`src/rtl/ext_bus_seq.sv`:
```
module ext_bus_seq #(
  parameter logic [2:0] STRETCH_RST = 3'b001
) (
  input  logic       clk,
  input  logic       rst_n,
  input  logic       set_stretch,
  input  logic [2:0] stretch_in,
  input  logic       req,
  input  logic       is_read,
  input  logic [15:0] addr,
  input  logic [7:0] wdata,
  input  logic [7:0] port_in,
  output logic       ale,
  output logic       rd_n,
  output logic       wr_n,
  output logic       port_oe,
  output logic [7:0] port_out,
  output logic [7:0] addr_hi,
  output logic       done,
  output logic [7:0] rdata
);

  typedef enum logic [2:0] {S_IDLE, S_ALE, S_AHLD, S_GAP, S_STRB, S_TAIL} st_t;

  st_t         st;
  logic [5:0]  cnt;
  logic [2:0]  cfg, cur;
  logic        rd;
  logic [15:0] a;
  logic [7:0]  wd;
  logic [2:0]  eff;

  assign eff = set_stretch ? stretch_in : cfg;

  always_ff @(posedge clk) begin
    if (!rst_n) begin
      st    <= S_IDLE;
      cnt   <= '0;
      cfg   <= STRETCH_RST;
      cur   <= '0;
      rd    <= 1'b0;
      a     <= '0;
      wd    <= '0;
      rdata <= '0;
      done  <= 1'b0;
    end else begin
      done <= 1'b0;
      if (set_stretch) cfg <= stretch_in;
      case (st)
        S_IDLE: if (req) begin
          cur <= eff;
          rd  <= is_read;
          a   <= addr;
          wd  <= wdata;
          cnt <= 6'd2;
          st  <= S_ALE;
        end
        S_ALE: if (cnt == 6'd0) st <= S_AHLD; else cnt <= cnt - 6'd1;
        S_AHLD: if (cur == 3'd0) begin
          cnt <= 6'd3;
          st  <= S_STRB;
        end else st <= S_GAP;
        S_GAP: begin
          cnt <= {cur, 3'b000} - 6'd1;
          st  <= S_STRB;
        end
        S_STRB: if (cnt == 6'd0) begin
          if (rd) rdata <= port_in;
          if (rd && cur == 3'd0) begin
            st   <= S_IDLE;
            done <= 1'b1;
          end else begin
            cnt <= 6'd1;
            st  <= S_TAIL;
          end
        end else cnt <= cnt - 6'd1;
        S_TAIL: if (cnt == 6'd0) begin
          st   <= S_IDLE;
          done <= 1'b1;
        end else cnt <= cnt - 6'd1;
        default: st <= S_IDLE;
      endcase
    end
  end

  logic addr_ph, data_ph;
  assign addr_ph  = (st == S_ALE) || (st == S_AHLD);
  assign data_ph  = (st == S_GAP) || (st == S_STRB) || (st == S_TAIL);
  assign ale      = (st == S_ALE);
  assign rd_n     = !((st == S_STRB) && rd);
  assign wr_n     = !((st == S_STRB) && !rd);
  assign port_oe  = addr_ph || (data_ph && !rd);
  assign port_out = addr_ph ? a[7:0] : wd;
  assign addr_hi  = a[15:8];

  AST_STROBE_EXCL: assert property (@(posedge clk) disable iff (!rst_n) !(!rd_n && !wr_n));
  AST_ALE_QUIET: assert property (@(posedge clk) disable iff (!rst_n) ale |-> (rd_n && wr_n));
  AST_RD_PORT_OFF: assert property (@(posedge clk) disable iff (!rst_n) !rd_n |-> !port_oe);
  AST_DONE_ONE: assert property (@(posedge clk) disable iff (!rst_n) done |=> !done);
  AST_ALE_WIDTH: assert property (@(posedge clk) disable iff (!rst_n) $fell(ale) |-> ($past(ale, 2) && $past(ale, 3)));
  AST_STRB_AFTER_ALE: assert property (@(posedge clk) disable iff (!rst_n) ($fell(rd_n) || $fell(wr_n)) |-> !$past(ale));

endmodule

```
`config.mk`:
```
export PLATFORM = sky130hd
export DESIGN_NAME = ext_bus_seq
export DESIGN_NICKNAME = d
export VERILOG_FILES = /design/src/rtl/ext_bus_seq.sv
export SDC_FILE = /design/constraint.sdc
export NUM_CORES = 1
export LEC_CHECK = 0
export ABC_AREA = 1
export ABC_CLOCK_PERIOD_IN_PS = 1300
export BUFFER_PORTS_ARGS = -buffer_cell sky130_fd_sc_hd__buf_2
export CAP_MARGIN = 20
export CELL_PAD_IN_SITES_DETAIL_PLACEMENT = 1
export CELL_PAD_IN_SITES_GLOBAL_PLACEMENT = 1
export CORE_MARGIN = 4
export CORE_UTILIZATION = 33
export DETAILED_ROUTE_END_ITERATION = 6
export HOLD_SLACK_MARGIN = 0.02
export PLACE_DENSITY = 0.84
export SYNTH_ARGS = -nofsm -noshare
export SYNTH_HDL_FRONTEND = slang
export SYNTH_SLANG_ARGS = --single-unit
```
`constraint.sdc`:
```
create_clock -name clk -period 1.3 [get_ports clk]
set_input_delay 0.26 -clock clk [delete_from_list [all_inputs] [get_ports clk]]
set_output_delay 0.26 -clock clk [all_outputs]
set_load 0.1 [all_outputs]
```
; Yosys cells after proc, flatten, opt, wreduce, memory -nomap -nowiden
; Cells that the tools add are included.
[classes]
add_sub_neg = 2
eq_ne = 12
mux = 19
n_reduce_logical = 20
[ops]
columns = cell, n
row1 = 6-bit two-way mux, 5
row2 = 6-bit case mux with 5 select lines, 1
row3 = 3-bit two-way mux, 7
row4 = 3-bit case mux with 6 select lines, 1
row5 = 6-bit by 1-bit subtractor with 6-bit output (second input constant), 2
row6 = 2-bit inequality test (second input constant), 5
row7 = 8-bit two-way mux, 1
row8 = 3-bit by 2-bit == test with 1-bit output (second input constant), 2
row9 = 3-bit == test (second input constant), 2
row10 = 3-bit logical NOT, 2
row11 = 6-bit logical NOT, 1
row12 = 5-bit AND reduction, 1
row13 = 5-bit nonzero test, 1
row14 = 1-bit logical AND, 4
row15 = 1-bit logical OR, 4
row16 = 4-bit AND reduction, 1
row17 = 3-bit by 1-bit == test with 1-bit output (second input constant), 1
row18 = 1-bit logical NOT, 3
row19 = 1-bit two-way mux, 3
row20 = 3-bit inequality test (second input constant), 1
row21 = 3-bit AND reduction, 1
row22 = 2-bit by 1-bit inequality test with 1-bit output (second input constant), 1
row23 = 1-bit case mux with 2 select lines, 1
row24 = 2-bit AND reduction, 1
row25 = 2-bit OR reduction, 1
[totals]
ff_bits = 49
inputBits = 40
out_inout_bits = 29

; Logic depth before layout (Yosys ltp)
[depth]
word_depth = 5
ltp_mapped = 9
mapped_depth_nobuf = 9

; Worst setup path before layout
; OpenSTA, ideal clock, no wires.
[synth_path]
path_kind = register to output
startpoint = register st[1]
endpoint = output port_out[0]
t_arrival_ps = 3234
path_slack_ps = -2194
stages_incl_launch_ff = 8
path_cell_list = dfxtp_1 nor2_4 inv_2 nor2_4 inv_2 nand2_4 buf_4 o21ai_0
[synth_between]
elab_chain_len = 3
elab_cells_between_ends = 4
classes_between = eq/ne (2) / mux (1) / reduce/logical (1)
[synth_lines]
columns = item, line_no
row1 = from (decl), 25  ; st_t st;
row2 = from (signal assigned), 37  ; st <= S_IDLE;
row3 = from (signal assigned), 56  ; st <= S_ALE;
row4 = from (signal assigned), 58  ; S_ALE: if (cnt == 6'd0) st <= S_AHLD; else cnt <= cnt - 6'd1;
row5 = 3-bit by 1-bit == test with 1-bit output, -
row6 = named net ale, 13  ; output logic ale,
row7 = 1-bit logical OR, 87  ; assign addr_ph = (st == S_ALE) || (st == S_AHLD);
row8 = 8-bit two-way mux, 93  ; assign port_out = addr_ph ? a[7:0] : wd;
row9 = to (decl), 17  ; output logic [7:0] port_out,
; The timed path passes the listed nets, and every way through them passes these cells.

; Final worst setup path
[layout_path]
startpoint = register st[0]
endpoint = output port_out[1]
[layout_between]
elab_chain_len = 3
elab_cells_between_ends = 4
classes_between = eq/ne (2) / mux (1) / reduce/logical (1)
[layout_lines]
columns = item, line_no
row1 = 3-bit by 1-bit == test with 1-bit output or 3-bit by 2-bit == test with 1-bit output (tied branches), 87
row2 = 1-bit logical OR *, 87
row3 = 8-bit two-way mux *, 93
; Mark *: on every way between the ends. The rest lies on a longest branch, timed or not.

==> run summary <==
IR analysis of the VDD net gives a maximum drop of 0.001795 V. For the global route total overflow, the log shows 0. The detailed router's first-iteration violation count is 250. The worst-skew pair later-pin latency is 0.33 ns. The worst path needs 1.986 ns of the cycle, external delays included. Summed over all nets, the half-perimeter wirelength after detailed placement is 6664 um.

The largest driver fanout on the critical path is 7, and the endpoint required time on the critical path is 1.04 ns. The number of nets in the synthesized netlist is 367. In the routed layout, each cell is associated on average with a via count of 5.810. The die is 92.99 um tall.

The area growth from synthesis to final layout came out at 105.4%. The flow ran to the end, but the final reports show violations. The category of the critical setup timing path is flop to output port. Setup repair after global routing could not meet its margin everywhere. For the number of warning messages in the yosys log, the log shows 0. The H-tree generated during clock tree synthesis spans 2 levels. For the pin count of the biggest net entering global routing, the log shows 21. The total track usage is 0.2968. The die area is 8646 um2, and the worst slack at placement is -0.3922 ns. For the core footprint, the log shows 6907 um2.

The tightest min-delay check is of the primary input to flop type. Clock skew on the completed layout was measured at 0.007817 ns. The static leakage came out at 0.002083 uW. The tools report the remaining max-slew budget at the tightest pin as 0.6292. The fraction of layout cells with a size suffix above 1 was 0.6550; the wire length of the first global-routing pass was 19180 um. The total number of placement rows is 30, and the synthesized area per cell is 7.357 um2. Leaving out fill and tap cells, the most frequent cell in the layout is sky130_fd_sc_hd__dfxtp_1. Synthesis produced 324 cells.

Summing internal, switching and leakage power gives 13640 uW. The part of the cycle the worst path needs came out at 1.528. The transition at the pin with the smallest max-transition slack is 0.5528 ns, and the arrival time of the worst setup path is 1.73 ns.

In this run, placement finished with an instance count of 515. The count of maximum capacitance violations was 0. The non-filler instance count after layout came out at 554. For this run, design rule violations remaining after detail routing come to 0. STA classifies the critical path startpoint as a flop. The synthesized netlist occupies a cell area of 2384 um2. For this design the ratio of total power to cell area is 2786 nW/um2. The root buffer selected by CTS is sky130_fd_sc_hd__clkbuf_8. Once detail routing completed, the nets flagged for antenna violations numbered 0. The nature of the critical path endpoint was an output port. TritonCTS created 5 clock buffers. The buffer depth of the longest clock path is 2. The checks that failed: setup timing. TritonCTS built the clock tree. Walking the worst path, the cells encountered are inv_4, nor2_4, inv_2, nor2_4, inv_4, nand2_8, nand2_1, o21ai_4, buf_12. The logs give 3343 for the number of global-route vias before repair and 0 for the number of slew-limit violations in the final report. For this design the top-level I/O count stands at 69.

The logs give 503.6 MHz for the fmax and 49 for the TritonCTS sink count. The run gives 500 as the layout net count. The run gives 0.8454 as the final weighted congestion of routability-driven global placement. For the worst hold-check slack, the log shows 0.2031 ns. After clock tree synthesis, the clock-pin slew on the worst setup and hold paths is 0.11 ns. The run gives 0 as the number of antenna violations at the first check in global routing. The number of hold violations in the final report came out at 0. The run gives -29.87 ns as the setup TNS. The number of antenna diodes in the final layout is 0.

The count of buffers from port buffering works out to 68. First-pass detailed-route iteration total: 5. The width of the die works out to 92.99 um.

On the critical path, the stage with the largest delay is an instance of sky130_fd_sc_hd__dfxtp_4. Setup violations remaining at the end of the flow were counted as 58. The final route contains 3219 vias. The initial core utilization was 0.3451. The largest single stage delay on the critical path is 0.38 ns. The logs give 16440 um for the total wire length and 0.4115 for the sequential fraction of the synthesis area. The run gives 723 as the total of fill cells in the finished design. The top cell types in the final layout, fill and taps aside, are sky130_fd_sc_hd__dfxtp_1, sky130_fd_sc_hd__buf_4, sky130_fd_sc_hd__buf_2. After detailed routing, the average wire length per cell comes to 29.67 um. In this run, synthesis produced a sequential element count of 49. The minimum setup slack in the final design is -0.6859 ns, and the number of buffers added to fix hold violations after cts is 0. The run gives 31 as the count of distinct cell types in the synthesized netlist.
final cells by class:
class                      count  area (um2)  area share
tap                           96       120.1     0.02454
inverter                      51       214.0     0.04371
clock inverter                 2       38.79    0.007924
clock buffer                   6       72.57     0.01483
timing repair buffer         145        1625      0.3321
multi-input combinational    205        1829      0.3737
sequential                    49       994.7      0.2032
final timing paths:
| kind | start | end | slack [ns] | cells past startpoint |
|---|---|---|---|---|
| worst max-delay path | st[0]$_SDFFE_PN0P_ | port_out[1] | -0.69 | 9 |
| worst min-delay path | wdata[3] | wd[3]$_SDFFE_PN0P_ | 0.20 | 3 |
| worst max register to register | st[0]$_SDFFE_PN0P_ | rdata[4]$_SDFFE_PN0P_ | -0.60 | 11 |
| worst min register to register | a[10]$_SDFFE_PN0P_ | a[10]$_SDFFE_PN0P_ | 0.49 | 2 |
critical path, delay by kind of cell (launching register included):
kind / cells / cell delay (ns)
AO/OA/AOI/OAI: 1 / 0.11
buffers and inverters: 4 / 0.42
AND/OR/NAND/NOR: 4 / 0.49
flip-flops: 1 / 0.38
metrics by stage:
| stage | util | cell area (um2) |
|---|---|---|
| floorplan | - | 2550 |
| global placement | 0.5342 | 3690 |
| detailed placement | 0.5342 | 3690 |
| CTS | 0.6337 | 4377 |
| global route | 0.7087 | 4895 |
| finish | 0.7087 | 4895 |
registers in the layout, indices dropped and copies added, names as in the netlist:
name   count
a         16
cfg        3
cnt        6
cur        3
done       1
rd         1
rdata      8
st         3
wd         8
timing repair:
item,CTS,global route
hold endpoints to repair,0,0
gates cloned,7,2
gates resized for setup,109,113
buffers inserted,13,14
endpoints found under the setup margin,58,58
pin swaps,16,36
metal layers:
layer  part of all wire  track usage  vias up
li1                   -            -     1297
met1               0.35       0.3179     1595
met2               0.49       0.5375      230
met3              0.074      0.04666       97
met4              0.082       0.1917        0
met5                  0            0        -
kinds of logic after synthesis:
family                   synth area share
AO/OA/AOI/OAI                      0.2052
XOR/XNOR                         0.003675
adder cells (fa/ha/maj)           0.01575
buffers and inverters              0.1323
flip-flops                         0.4115
AND/OR/NAND/NOR                    0.2315
synth_stat cells:
| master | instances | area share |
|---|---|---|
| sky130_fd_sc_hd__clkbuf_1 | 5 | 0.0079 |
| sky130_fd_sc_hd__xor2_1 | 1 | 0.0037 |
| sky130_fd_sc_hd__nand4_1 | 1 | 0.0026 |
| sky130_fd_sc_hd__o21ai_0 | 47 | 0.099 |
| sky130_fd_sc_hd__nand2_2 | 2 | 0.0052 |
| sky130_fd_sc_hd__o21ai_1 | 2 | 0.0042 |
| sky130_fd_sc_hd__o21bai_1 | 1 | 0.0032 |
| sky130_fd_sc_hd__o211ai_1 | 1 | 0.0032 |
| sky130_fd_sc_hd__inv_1 | 43 | 0.068 |
| sky130_fd_sc_hd__nor2_1 | 23 | 0.036 |
| sky130_fd_sc_hd__nor2_8 | 1 | 0.0084 |
| sky130_fd_sc_hd__nor2_2 | 3 | 0.0079 |
| sky130_fd_sc_hd__nand2_4 | 2 | 0.0094 |
| sky130_fd_sc_hd__buf_4 | 12 | 0.038 |
| sky130_fd_sc_hd__nand3_4 | 1 | 0.0074 |
| sky130_fd_sc_hd__or2_1 | 2 | 0.0052 |
| sky130_fd_sc_hd__a21oi_1 | 38 | 0.080 |
| sky130_fd_sc_hd__nand2_1 | 49 | 0.077 |
| sky130_fd_sc_hd__clkinv_1 | 1 | 0.0016 |
| sky130_fd_sc_hd__inv_2 | 7 | 0.011 |
| sky130_fd_sc_hd__nand3_1 | 11 | 0.023 |
| sky130_fd_sc_hd__a211oi_2 | 1 | 0.0052 |
| sky130_fd_sc_hd__or2_2 | 2 | 0.0052 |
| sky130_fd_sc_hd__nand3b_1 | 1 | 0.0032 |
| sky130_fd_sc_hd__o21a_1 | 2 | 0.0063 |
| sky130_fd_sc_hd__a21boi_2 | 1 | 0.0047 |
| sky130_fd_sc_hd__nor2_4 | 5 | 0.024 |
| sky130_fd_sc_hd__dfxtp_1 | 49 | 0.41 |
| sky130_fd_sc_hd__nand3_2 | 4 | 0.017 |
| sky130_fd_sc_hd__buf_2 | 3 | 0.0063 |
| sky130_fd_sc_hd__ha_1 | 3 | 0.016 |
where the power goes:
part           total (uW)  internal, uW  switching, uW
Sequential           2290          1910            374
Combinational       10100          3900           6220
Clock                1230           584            645
Note: power is estimated with default switching activity, not from simulation.
